==> config.mk <==
export PLATFORM = sky130hd
export DESIGN_NAME = fp_maxmin_unit
export DESIGN_NICKNAME = d
export VERILOG_FILES = /design/src/rtl/fpmm_pkg.sv /design/src/rtl/fpmm_classify.sv /design/src/rtl/fpmm_less.sv /design/src/rtl/fpmm_pick.sv /design/src/rtl/fp_maxmin_unit.sv
export SDC_FILE = /design/constraint.sdc
export NUM_CORES = 1
export LEC_CHECK = 0
export CAP_MARGIN = 5
export CORE_MARGIN = 2
export CORE_UTILIZATION = 41
export CTS_CLUSTER_SIZE = 16
export DETAILED_ROUTE_END_ITERATION = 12
export HOLD_SLACK_MARGIN = 0.12
export PLACE_DENSITY = 0.79
export SKIP_CTS_REPAIR_TIMING = 1
export SYNTH_ARGS = -nofsm -noshare
export SYNTH_HDL_FRONTEND = slang
export SYNTH_SLANG_ARGS = --single-unit
==> constraint.sdc <==
create_clock -name clk -period 0.8 [get_ports clk]
set_input_delay 0.16 -clock clk [delete_from_list [all_inputs] [get_ports clk]]
set_output_delay 0.16 -clock clk [all_outputs]
set_load 0.02 [all_outputs]
==> src/rtl/fpmm_pkg.sv <==
package fpmm_pkg;

  // Properties of one operand, derived from its encoding
  typedef struct packed {
    logic nan;
    logic snan;
    logic zero;
    logic sign;
  } fpmm_class_t;

endpackage

==> src/rtl/fpmm_classify.sv <==
module fpmm_classify
  import fpmm_pkg::*;
#(
  parameter int EXP_W  = 11,
  parameter int FRAC_W = 52,
  localparam int W = 1 + EXP_W + FRAC_W
) (
  input  logic [W-1:0] val,
  output fpmm_class_t  cls
);

  logic [EXP_W-1:0]  expo;
  logic [FRAC_W-1:0] frac;

  assign expo = val[W-2:FRAC_W];
  assign frac = val[FRAC_W-1:0];

  always_comb begin
    cls.sign = val[W-1];
    cls.nan  = (&expo) && (|frac);
    cls.snan = (&expo) && (|frac) && !frac[FRAC_W-1];
    cls.zero = (~|expo) && (~|frac);
  end

endmodule

==> src/rtl/fpmm_less.sv <==
module fpmm_less #(
  parameter int W = 64
) (
  input  logic [W-1:0] a,
  input  logic [W-1:0] b,
  output logic         a_lt_b
);

  logic [W-2:0] mag_a;
  logic [W-2:0] mag_b;

  assign mag_a = a[W-2:0];
  assign mag_b = b[W-2:0];

  // Sign-magnitude ordering; the both-zero case is resolved elsewhere
  always_comb begin
    if (a[W-1] != b[W-1]) begin
      a_lt_b = a[W-1];
    end else if (!a[W-1]) begin
      a_lt_b = (mag_a < mag_b);
    end else begin
      a_lt_b = (mag_a > mag_b);
    end
  end

endmodule

==> src/rtl/fpmm_pick.sv <==
module fpmm_pick
  import fpmm_pkg::*;
#(
  parameter int W = 64
) (
  input  logic [W-1:0] a,
  input  logic [W-1:0] b,
  input  fpmm_class_t  cls_a,
  input  fpmm_class_t  cls_b,
  input  logic         a_lt_b,
  input  logic         sel_max,
  output logic [W-1:0] res,
  output logic         snan
);

  localparam logic [W-1:0] POS_ZERO = '0;
  localparam logic [W-1:0] NEG_ZERO = {1'b1, {(W-1){1'b0}}};

  always_comb begin
    snan = 1'b0;
    if (cls_a.nan) begin
      res  = a;
      snan = cls_a.snan;
    end else if (cls_b.nan) begin
      res  = b;
      snan = cls_b.snan;
    end else if (cls_a.zero && cls_b.zero) begin
      if (sel_max) begin
        res = (cls_a.sign && cls_b.sign) ? NEG_ZERO : POS_ZERO;
      end else begin
        res = (cls_a.sign || cls_b.sign) ? NEG_ZERO : POS_ZERO;
      end
    end else if (sel_max ? !a_lt_b : a_lt_b) begin
      res = a;
    end else begin
      res = b;
    end
  end

endmodule

==> src/rtl/fp_maxmin_unit.sv <==
module fp_maxmin_unit
  import fpmm_pkg::*;
#(
  parameter int EXP_W  = 11,
  parameter int FRAC_W = 52,
  localparam int W = 1 + EXP_W + FRAC_W
) (
  input  logic         clk,
  input  logic         rst_n,
  input  logic         in_valid,
  input  logic [W-1:0] op_a,
  input  logic [W-1:0] op_b,
  input  logic         sel_max,
  input  logic         trap_en,
  output logic         out_valid,
  output logic [W-1:0] result,
  output logic         wr_en,
  output logic         snan_flag
);

  logic [W-1:0] opnd [2];
  fpmm_class_t  cls  [2];
  logic         a_lt_b;
  logic [W-1:0] pick_res;
  logic         pick_snan;

  assign opnd[0] = op_a;
  assign opnd[1] = op_b;

  for (genvar i = 0; i < 2; i++) begin : g_cls
    fpmm_classify #(.EXP_W(EXP_W), .FRAC_W(FRAC_W)) u_cls (
      .val (opnd[i]),
      .cls (cls[i])
    );
  end

  fpmm_less #(.W(W)) u_less (
    .a      (op_a),
    .b      (op_b),
    .a_lt_b (a_lt_b)
  );

  fpmm_pick #(.W(W)) u_pick (
    .a       (op_a),
    .b       (op_b),
    .cls_a   (cls[0]),
    .cls_b   (cls[1]),
    .a_lt_b  (a_lt_b),
    .sel_max (sel_max),
    .res     (pick_res),
    .snan    (pick_snan)
  );

  // Next state
  logic [W-1:0] res_d, res_q;
  logic         vld_d, vld_q;
  logic         flg_d, flg_q;
  logic         we_d,  we_q;

  always_comb begin
    res_d = in_valid ? pick_res : res_q;
    vld_d = in_valid;
    flg_d = in_valid && pick_snan;
    we_d  = in_valid && !(pick_snan && trap_en);
  end

  // Registers
  always_ff @(posedge clk or negedge rst_n) begin
    if (!rst_n) begin
      res_q <= '0;
      vld_q <= 1'b0;
      flg_q <= 1'b0;
      we_q  <= 1'b0;
    end else begin
      res_q <= res_d;
      vld_q <= vld_d;
      flg_q <= flg_d;
      we_q  <= we_d;
    end
  end

  assign out_valid = vld_q;
  assign result    = res_q;
  assign wr_en     = we_q;
  assign snan_flag = flg_q;

endmodule

[After elaboration in Yosys (flattened, before gate mapping)]
Index checks and enable logic that the tools add are counted.
Storage, ports and cells
  output and inout bits: 67
  logic and storage cells: 45
  flip-flop bits (word level): 67
  bits of input ports: 133
Operators by class
  magnitude comparators: 2
  equality and inequality tests: 1
  mux-type cells: 12
  reduce and logical (&&, ||, !) cells: 26
Operator list (count)
  $mux W64: 7
  $reduce_or A52 Y1: 2
  $gt A63 B63 Y1: 1
  $lt A63 B63 Y1: 1
  $reduce_and A11 Y1: 2
  $reduce_or A11 Y1: 2
  $logic_and A1 B1 Y1: 11
  $logic_not A1 Y1: 8
  $mux W1: 5
  $logic_or A1 B1 Y1: 1
  $ne A1 B1 Y1: 1

[Depth between registers and ports, before layout]
Gate-level depths: netlist of the first run.
  word-level depth: 9
  gate-level depth with buffers: 14
  mapped depth without buffers: 12

[Modules after synthesis]
Synthesis of the first run repeated with hierarchy kept, for this count alone.
Unflattened totals
  cell total of the unflattened synthesis: 657
  area total of the unflattened synthesis: 5680.4 um2
By module, submodules not included
  fp_maxmin_unit: area each 2620.0 um2, sequential area each 1676.6 um2, instances 1, cells an instance 140
  fpmm_less: area each 1629.1 um2, sequential area each 0.0 um2, instances 1, cells an instance 229
  fpmm_pick: area each 1036.0 um2, sequential area each 0.0 um2, instances 1, cells an instance 228
  fpmm_classify: area each 197.7 um2, sequential area each 0.0 um2, instances 2, cells an instance 30

[Worst setup path after synthesis of the first run]
OpenSTA, ideal clock, no wires.
  path kind: in2reg
  start point: in op_b[61]
  end point: reg res_q[21] (netlist: result[21])
  slack: -2179 ps
  data required time: 674 ps
  path buffers: 2
  library setup time: 126 ps
  stages on the path: 14
  arrival: 2853 ps
  cell sequence: inv_1 ha_1 nand4_2 or4_4 or2_0 o22ai_1 a311oi_1 nand3b_1 mux2i_1 nand3_2 a31o_1 buf_6 buf_6 a221o_1
Between the ends
  cells in the longest elaborated chain, start to end: 9
  elaborated cells on any way between the ends: 16
  classes of those cells: order compare (2); mux (7); reduce/logical (7)
RTL lines
  from (decl): line fp_maxmin_unit.sv:12  | input logic [W-1:0] op_b,
  $lt A63 B63 Y1 or $gt A63 B63 Y1 (tied branches): line fpmm_less.sv:20, fpmm_less.sv:22
  $mux W1: line fpmm_less.sv:19  | end else if (!a[W-1]) begin
  $mux W1: line fpmm_less.sv:17  | if (a[W-1] != b[W-1]) begin
  $logic_not A1 Y1: line fpmm_pick.sv:33  | end else if (sel_max ? !a_lt_b : a_lt_b) begin
  $mux W1: line fpmm_pick.sv:33
  $mux W64: line fpmm_pick.sv:33
  $mux W64: line fpmm_pick.sv:27  | end else if (cls_a.zero && cls_b.zero) begin
  $mux W64 *: line fpmm_pick.sv:24  | end else if (cls_b.nan) begin
  $mux W64 *: line fpmm_pick.sv:21  | if (cls_a.nan) begin
  to (signal assigned): line fp_maxmin_unit.sv:75  | res_q <= res_d;
  to (decl): line fp_maxmin_unit.sv:55  | logic [W-1:0] res_d, res_q;
Every way passes the cells marked *; elsewhere a longest branch is shown, timed or not.
A chain may end at the register's enable or synchronous reset.

[Final worst setup path of the first run]
  start point: in op_a[41]
  end point: reg res_q[17] (netlist: result[17])
Between the ends
  cells in the longest elaborated chain, start to end: 9
  elaborated cells on any way between the ends: 15
  classes of those cells: order compare (2); mux (7); reduce/logical (6)
RTL lines
  from (decl): line fp_maxmin_unit.sv:11  | input logic [W-1:0] op_a,
  $lt A63 B63 Y1 or $gt A63 B63 Y1 (tied branches): line fpmm_less.sv:20, fpmm_less.sv:22
  $mux W1: line fpmm_less.sv:19
  $mux W1: line fpmm_less.sv:17
  $logic_not A1 Y1: line fpmm_pick.sv:33
  $mux W1: line fpmm_pick.sv:33
  $mux W64: line fpmm_pick.sv:33
  $mux W64: line fpmm_pick.sv:27
  $mux W64: line fpmm_pick.sv:24
  $mux W64 *: line fpmm_pick.sv:21
Marks and branches as above.

==> results of run 1 <==
[layout by cell type (no fill, tap or decap), drive strengths merged, types with 35 or more instances in the layout]
cell,netlist,routed
buf,11,303
inv,70,70
dfrtp,67,67
dlymetal6s2s,0,66
ha,65,65
clkbuf,12,53
nor2b,36,36
nor4,36,36
a221o,35,35
a21oi,35,35
[cells by family (layout without fill, tap and decap cells)]
kind of cell / after synthesis / in the layout
simple gates: 180 / 180
flops: 67 / 67
mux: 22 / 22
compound gates: 136 / 136
other cells: 0 / 2
buf+inv: 93 / 507
fa+ha+maj: 65 / 65
[routing by layer]
metal,routed length [um],GRT usage
met1,9897,0.3853
met2,13360,0.5403
met3,2324,0.04048
met4,1852,0.09841
met5,0,0
[through the flow]
stage | cell area [sq um] | std cells
CTS | 9345 | 1116
global route | 10840 | 1150
detailed placement | 8970 | 1100
finish | 10840 | 1151
floorplan | 5398 | 563
global placement | 8970 | 1100
[state kept, by name (all words and copies together), names as in the netlist]
signal and flops:
out_valid 1, result 64, snan_flag 1, wr_en 1
[final cells by class]
class | instances | area share
antenna | 2 | 0.0004616
tap | 172 | 0.01985
clock buffer | 10 | 0.02204
timing repair buffer | 421 | 0.3660
inverter | 70 | 0.02608
clock inverter | 6 | 0.01258
multi-input combinational | 403 | 0.3983
sequential | 67 | 0.1546
[critical path, cell delays in order]
cell and delay [ns]:
sky130_fd_sc_hd__dlymetal6s2s_1 0.17, sky130_fd_sc_hd__ha_4 0.28, sky130_fd_sc_hd__a21oi_1 0.16, sky130_fd_sc_hd__nand2_1 0.10, sky130_fd_sc_hd__a221oi_2 0.40, sky130_fd_sc_hd__o22ai_2 0.15, sky130_fd_sc_hd__a311oi_2 0.35, sky130_fd_sc_hd__nand2_2 0.11
sky130_fd_sc_hd__a2111o_2 0.45, sky130_fd_sc_hd__nand4_1 0.16, sky130_fd_sc_hd__a21oi_4 0.09, sky130_fd_sc_hd__buf_6 0.15, sky130_fd_sc_hd__clkbuf_16 0.15, sky130_fd_sc_hd__a221o_1 0.37
[power by group through the flow]
stage               Clock, mW  Combinational [mW]  Sequential [mW]
detailed placement          0                5.92             4.32
CTS                      5.01                5.96             4.30
global route             5.28                7.80             4.49
finish                   5.15                7.46             4.46
global placement            0                5.74             4.34
floorplan                   0                1.79             4.92
[path summary, 6_finish.rpt]
path,start,to
max in group asynchronous,rst_n,result[46]
min in group asynchronous,rst_n,result[6]
min,op_b[44],result[44]
max reg2reg,result[58],result[58]
min reg2reg,result[10],result[10]
max,op_a[41],result[17]
==> impl_table.tex, run 1 <==
\begin{tabular}{lr}
\hline
Metric & Value \\
\hline
\multicolumn{2}{l}{\textbf{Clocking}} \\
\quad H-tree depth reported by CTS & 3 \\
\quad Root cell of the clock tree & sky130\_fd\_sc\_hd\_\_clkbuf\_16 \\
\quad Clock tree from TritonCTS & yes \\
\quad CTS Sinks & 67 \\
\quad Clock-pin transition on the worst setup and hold timing paths & 0.06 ns \\
\quad CTS buffer count & 9 \\
\quad Clock Latency Late Sink & 0.35 ns \\
\quad Max clock buf depth & 2 \\
\multicolumn{2}{l}{\textbf{Routing}} \\
\quad Via/cell ratio & 6.154 \\
\quad Overall via count from detail\_route & 7083 \\
\quad Initial DRC Count & 768 \\
\quad Post-route DRC violation count & 0 \\
\quad Routed wire per std cell & 23.83 um \\
\quad Wire length after detailed routing & 27430 um \\
\quad Post-route ant nets & 0 \\
\quad Number of search-and-repair iterations in the first detailed-routing pass & 8 \\
\multicolumn{2}{l}{\textbf{Place}} \\
\quad Number of buffers added on ports & 199 \\
\quad Detailed Place HPWL & 16580 um \\
\quad GPL Wtd Cong & 0.8797 \\
\quad Dpl ws & -2.910 ns \\
\multicolumn{2}{l}{\textbf{Timing}} \\
\quad Final worst setup slack & -2.208 ns \\
\quad RSZ-0062 raised after global routing & true \\
\quad Aggregate negative setup slack & -152.22 ns \\
\quad Worst hold margin & 0.08331 ns \\
\quad Finish-stage setup viols & 133 \\
\quad Worst-margin pin slew & 0.5279 ns \\
\quad Maximum clock skew at final layout & 0 ns \\
\quad Highest achievable clock rate & 332.4 MHz \\
\quad Fraction of the cycle the final worst path needs & 3.760 \\
\quad Final number of max-transition violations & 0 \\
\quad Worst slew margin relative to its limit & 0.6448 \\
\quad Post-route minimum period & 3.008 ns \\
\quad Final hold violation count & 0 \\
\multicolumn{2}{l}{\textbf{Final layout}} \\
\quad Net count, final & 1170 \\
\quad Syn-to-layout area delta & 109.0\% \\
\quad Area occupied by multi-input gates & 0.004319 sq mm \\
\quad Share of final-layout standard cells stronger than drive strength 1 & 0.5517 \\
\quad Sequential cell area & 0.001677 sq mm \\
\quad Fin util & 0.8698 \\
\quad Number of inserted filler cells in the final layout & 573 \\
\multicolumn{2}{l}{\textbf{GRT}} \\
\quad Overflow after GRT & 0 \\
\quad GR Util All Layers & 0.3051 \\
\quad Via count of the first global-routing pass & 6521 \\
\quad Largest net degree at the start of global routing & 35 \\
\quad Antenna violations before repair & 2 \\
\quad First-pass GRT wire length & 32200 um \\
\multicolumn{2}{l}{\textbf{Synth}} \\
\quad Synthesized net count & 761 \\
\quad Post-synthesis async set-or-reset flop share & 1.000 \\
\quad List of most frequent post-synthesis cells & sky130\_fd\_sc\_hd\_\_inv\_1 (70), sky130\_fd\_sc\_hd\_\_dfrtp\_1 (67), sky130\_fd\_sc\_hd\_\_ha\_1 (65) \\
\quad Flip-flop and latch count after synthesis & 67 \\
\quad Cells taking the most area after synthesis & sky130\_fd\_sc\_hd\_\_dfrtp\_1 (32\%), sky130\_fd\_sc\_hd\_\_ha\_1 (16\%), sky130\_fd\_sc\_hd\_\_a221o\_1 (6.8\%), sky130\_fd\_sc\_hd\_\_inv\_1 (5.1\%), sky130\_fd\_sc\_hd\_\_nor2b\_1 (4.3\%) \\
\quad Post-synthesis average cell area & 9.214 sq um \\
\quad Compound-Gate Fraction of Synth Area & 0.2031 \\
\quad Largest area contributor in the synthesized netlist & sky130\_fd\_sc\_hd\_\_dfrtp\_1 \\
\quad Share of Yosys cell area claimed by the top area cell type & 0.3232 \\
\quad XOR/XNOR share of the synthesized area & 0 \\
\quad Synthesized netlist cell count & 563 \\
\quad Most common cell in the netlist & sky130\_fd\_sc\_hd\_\_inv\_1 \\
\quad Adder and majority gate portion of the synthesized area & 0.1568 \\
\quad Number of warnings reported in the yosys synthesis log & 0 \\
\quad Main combinational cell family by area after synthesis & compound AO/OA/AOI/OAI gates \\
\quad EDFF count, synth & 0 \\
\quad Mux share of post-synthesis cell area & 0.04245 \\
\quad Simple-gate portion of the synthesized area & 0.1997 \\
\quad Count of different cell masters after synthesis & 49 \\
\quad Predominant post-synthesis flop cell & sky130\_fd\_sc\_hd\_\_dfrtp\_1 \\
\quad Cell area after technology mapping & 0.005187 sq mm \\
\quad Sequential fraction of the synthesis area & 0.3232 \\
\multicolumn{2}{l}{\textbf{Floorplanning}} \\
\quad I/O pins & 200 \\
\quad Overall die area & 0.01357 sq mm \\
\quad Floorplan die width & 116.5 um \\
\quad Area of the core region & 0.01247 sq mm \\
\quad Die Y & 116.5 um \\
\quad Number of standard-cell rows in the floorplan & 41 \\
\quad Initial Utilization & 0.4161 \\
\multicolumn{2}{l}{\textbf{Power}} \\
\quad Combinational share of power & 0.437 \\
\quad Power density relative to cell area & 1574 mW/mm\^{}2 \\
\quad Fraction of power consumed by sequential logic & 0.261 \\
\quad Net switching power & 5.759 mW \\
\quad Sw frac & 0.3374 \\
\quad Worst IR drop on VDD & 0.001331 V \\
\quad Clock network power share & 0.302 \\
\quad Total leakage power & 5.395 nW \\
\quad Design internal power & 11.31 mW \\
\quad Overall Power & 17.07 mW \\
\multicolumn{2}{l}{\textbf{Worst hold path}} \\
\quad Tightest Hold Check Type & in2reg \\
\quad Cell depth of the worst min-delay path & 2 \\
\multicolumn{2}{l}{\textbf{Outcome}} \\
\quad Failing checks & setup timing \\
\quad Status & complete, but fails checks \\
\multicolumn{2}{l}{\textbf{Setup path}} \\
\quad Type of element capturing the critical path & flop \\
\quad Reg2Reg Setup Slack & -0.36 ns \\
\quad Element type at the critical path start & input port \\
\quad Arrival time at the worst endpoint & 3.24 ns \\
\quad Critical-path maximum fanout & 6 \\
\quad Crit Path Category & in2reg \\
\quad Worst Reg2Reg Path Length in Cells & 4 \\
\quad CP Data Required Time & 1.03 ns \\
\multicolumn{2}{l}{\textbf{Run}} \\
\quad Count of max-cap constraint violations & 0 \\
\hline
\end{tabular}
No activity file was read; power rests on OpenSTA's default activity.
==> run 2: changes to the inputs <==
- CORE_UTILIZATION: 41 -> 23
- PLACE_DENSITY: 0.79 -> unset
==> impl_table.tex, run 2 (same netlist as run 1, synthesis figures left out) <==
\begin{tabular}{lr}
\hline
Metric & Value \\
\hline
\multicolumn{2}{l}{\textbf{GRT}} \\
\quad Overflow after GRT & 0 (unchanged) \\
\quad Via count of the first global-routing pass & 6236 (-4.4\%) \\
\quad GR Util All Layers & 0.1867 (-0.1184) \\
\quad Largest net degree at the start of global routing & 36 (+2.9\%) \\
\quad First-pass GRT wire length & 34380 um (+6.8\%) \\
\quad Antenna violations before repair & 4 (+2) \\
\multicolumn{2}{l}{\textbf{Final layout}} \\
\quad Syn-to-layout area delta & 114.4\% \\
\quad Number of inserted filler cells in the final layout & 1960 (+240\%) \\
\quad Most common cell after layout, fill and taps aside & sky130\_fd\_sc\_hd\_\_buf\_4 \\
\quad Flip-flop count of the largest register after layout & 64 (unchanged) \\
\quad Most frequent cells in the layout & sky130\_fd\_sc\_hd\_\_buf\_4 (198), sky130\_fd\_sc\_hd\_\_buf\_6 (103), sky130\_fd\_sc\_hd\_\_dfrtp\_1 (67) \\
\quad Net count, final & 1182 (+1.0\%) \\
\quad Share of final-layout standard cells stronger than drive strength 1 & 0.5672 (+0.01555) \\
\multicolumn{2}{l}{\textbf{Setup path}} \\
\quad Element type at the critical path start & input port \\
\quad Start of the worst register-to-register path & result[56] \\
\quad Crit path max-delay cell type & sky130\_fd\_sc\_hd\_\_nor4\_2 \\
\quad Critical Path, Cell by Cell & buf\_2 > inv\_2 > ha\_4 > nand4\_1 > buf\_4 > buf\_4 > nor4\_2 > and4\_4 > a21oi\_2 > nand3b\_1 > mux2i\_2 > nand3\_2 > a31o\_4 > buf\_12 > a221o\_1 \\
\quad Buf/Inv on CP & 5 (+2) \\
\quad Reg2Reg Setup Slack & -0.28 ns (+0.08 ns) \\
\quad Worst path top cell family by delay & simple AND/OR/NAND/NOR gates \\
\quad Worst setup path start & op\_b[50] \\
\quad Crit Path Category & in2reg \\
\quad Arrival time at the worst endpoint & 3.15 ns (-0.09 ns) \\
\quad Worst Reg2Reg Path Length in Cells & 4 (unchanged) \\
\quad Most numerous cell on the critical path & sky130\_fd\_sc\_hd\_\_buf\_4 \\
\quad Worst stage delay on the critical path & 0.42 ns (-0.03 ns) \\
\quad Critical-path maximum fanout & 17 (+11) \\
\quad Depth of the critical timing path with buffers and inverters included & 15 (+1) \\
\quad Type of element capturing the critical path & flop \\
\quad CP Data Required Time & 1.02 ns (about the same) \\
\multicolumn{2}{l}{\textbf{Timing}} \\
\quad Aggregate negative setup slack & -149.38 ns (+2.834 ns) \\
\quad Worst slew margin relative to its limit & 0.6970 (+0.05217) \\
\quad Final hold violation count & 0 (unchanged) \\
\quad Finish-stage setup viols & 133 (unchanged) \\
\quad Highest achievable clock rate & 341.1 MHz (+2.6\%) \\
\quad Final worst setup slack & -2.132 ns (+0.07647 ns) \\
\quad Final number of max-transition violations & 0 (unchanged) \\
\quad RSZ-0062 raised after global routing & true \\
\quad Post-route minimum period & 2.932 ns (-0.07647 ns) \\
\quad Worst-margin pin slew & 0.4515 ns (-0.07642 ns) \\
\quad Maximum clock skew at final layout & 0 ns (unchanged) \\
\quad Fraction of the cycle the final worst path needs & 3.665 (-0.09559) \\
\multicolumn{2}{l}{\textbf{Clocking}} \\
\quad Clock tree from TritonCTS & yes \\
\quad Clock Latency Late Sink & 0.35 ns (about the same) \\
\quad Max clock buf depth & 2 (unchanged) \\
\quad CTS Sinks & 67 (unchanged) \\
\quad Root cell of the clock tree & sky130\_fd\_sc\_hd\_\_clkbuf\_16 \\
\quad CTS buffer count & 9 (unchanged) \\
\quad H-tree depth reported by CTS & 3 (unchanged) \\
\quad Clock-pin transition on the worst setup and hold timing paths & 0.06 ns (about the same) \\
\multicolumn{2}{l}{\textbf{Routing}} \\
\quad Overall via count from detail\_route & 6301 (-11\%) \\
\quad Number of search-and-repair iterations in the first detailed-routing pass & 5 (-3) \\
\quad Initial DRC Count & 279 (-64\%) \\
\quad Routed wire per std cell & 19.80 um (-17\%) \\
\quad Via/cell ratio & 4.961 (-19\%) \\
\quad Wire length after detailed routing & 25150 um (-8.3\%) \\
\quad Post-route DRC violation count & 0 (unchanged) \\
\quad Post-route ant nets & 0 (unchanged) \\
\multicolumn{2}{l}{\textbf{Power}} \\
\quad Overall Power & 16.29 mW (-4.6\%) \\
\quad Worst IR drop on VDD & 0.0008917 V (-33\%) \\
\quad Power density relative to cell area & 1465 mW/mm\^{}2 (-7.0\%) \\
\quad Total leakage power & 5.446 nW (+0.95\%) \\
\multicolumn{2}{l}{\textbf{Worst hold path}} \\
\quad Tightest Hold Check Type & in2reg \\
\quad Min-delay src & in\_valid \\
\quad Cell depth of the worst min-delay path & 2 (unchanged) \\
\multicolumn{2}{l}{\textbf{Floorplanning}} \\
\quad Area of the core region & 0.02196 sq mm (+76\%) \\
\quad Floorplan die width & 154.2 um (+32\%) \\
\quad Initial Utilization & 0.2362 (-0.1799) \\
\quad Overall die area & 0.02377 sq mm (+75\%) \\
\quad Number of standard-cell rows in the floorplan & 54 (+32\%) \\
\quad I/O pins & 200 (unchanged) \\
\quad Die Y & 154.2 um (+32\%) \\
\multicolumn{2}{l}{\textbf{Outcome}} \\
\quad Status & complete, but fails checks \\
\quad Failing checks & setup timing \\
\multicolumn{2}{l}{\textbf{Run}} \\
\quad Count of max-cap constraint violations & 0 (unchanged) \\
\multicolumn{2}{l}{\textbf{Place}} \\
\quad Detailed Place HPWL & 18370 um (+11\%) \\
\quad GPL Wtd Cong & 0.9032 (+2.7\%) \\
\quad Number of buffers added on ports & 199 (unchanged) \\
\hline
\end{tabular}
==> run 2: changes by cell type in the layout (fill, tap and decap cells not counted), moves of 3 or more <==
cell / change
sky130_fd_sc_hd__buf_6: +9
sky130_fd_sc_hd__ha_4: +3
sky130_fd_sc_hd__clkbuf_2: +7
sky130_fd_sc_hd__nor4_1: -3
sky130_fd_sc_hd__clkdlybuf4s50_1: -4
sky130_fd_sc_hd__buf_4: +3
sky130_fd_sc_hd__ha_1: -4
sky130_fd_sc_hd__nor4_4: +3
==> run 2: report_power, final <==
part	leakage [nW]	switching, mW	internal, mW
registers	0.804	0.490	3.93
logic	4.48	3.35	3.95
clock network	0.164	1.71	2.85
total	5.45	5.56	10.7
==> run 2: per-stage QoR <==
stage          utilization  hold slack (ns)  setup WS [ns]  cell area (sq um)  std cells
6_report            0.5064           0.1227         -2.132              11120       1270
5_1_grt             0.5064           0.1208         -2.204              11120       1270
4_1_cts             0.4366          -0.4023         -2.626               9587       1244
3_5_place_dp        0.4214         -0.03265         -2.967               9253       1228
3_3_place_gp        0.4214         -0.03109         -2.858               9253       1228
2_1_floorplan            -          -0.1356         -2.134               5398        563
==> run 2: worst reg2reg max path, cell delays in order, from the launching register on <==
cell and delay [ns]:
sky130_fd_sc_hd__dfrtp_1 0.41, sky130_fd_sc_hd__buf_4 0.16, sky130_fd_sc_hd__nor2_1 0.14, sky130_fd_sc_hd__nand3b_1 0.15, sky130_fd_sc_hd__o221ai_2 0.11
==> run 2: path summary, 6_finish.rpt <==
| kind | to |
|---|---|
| worst max-delay path | result[19] |
| worst min-delay path | out_valid |
| worst max register to register | result[56] |
| worst min register to register | result[6] |
| max in group asynchronous | result[42] |
| min in group asynchronous | out_valid |
==> run 2: cell type report <==
class / count / area [sq um] / share of cell area
clock inverter: 6 / 95.09 / 0.008551
antenna: 1 / 2.502 / 0.0002250
multi-input combinational: 403 / 4409 / 0.3965
timing repair buffer: 433 / 4063 / 0.3653
tap: 280 / 350.3 / 0.03150
clock buffer: 10 / 239.0 / 0.02149
sequential: 67 / 1677 / 0.1508
inverter: 70 / 285.3 / 0.02565
==> run 2: routing by layer <==
metal | up-vias | global-route usage | part of all wire | wire length [um]
li1 | 3003 | - | - | -
met1 | 3035 | 0.2490 | 0.44 | 11050
met2 | 226 | 0.2970 | 0.48 | 12140
met3 | 31 | 0.05127 | 0.061 | 1545
met4 | 6 | 0.05296 | 0.015 | 376
met5 | - | 0 | 0.0016 | 41
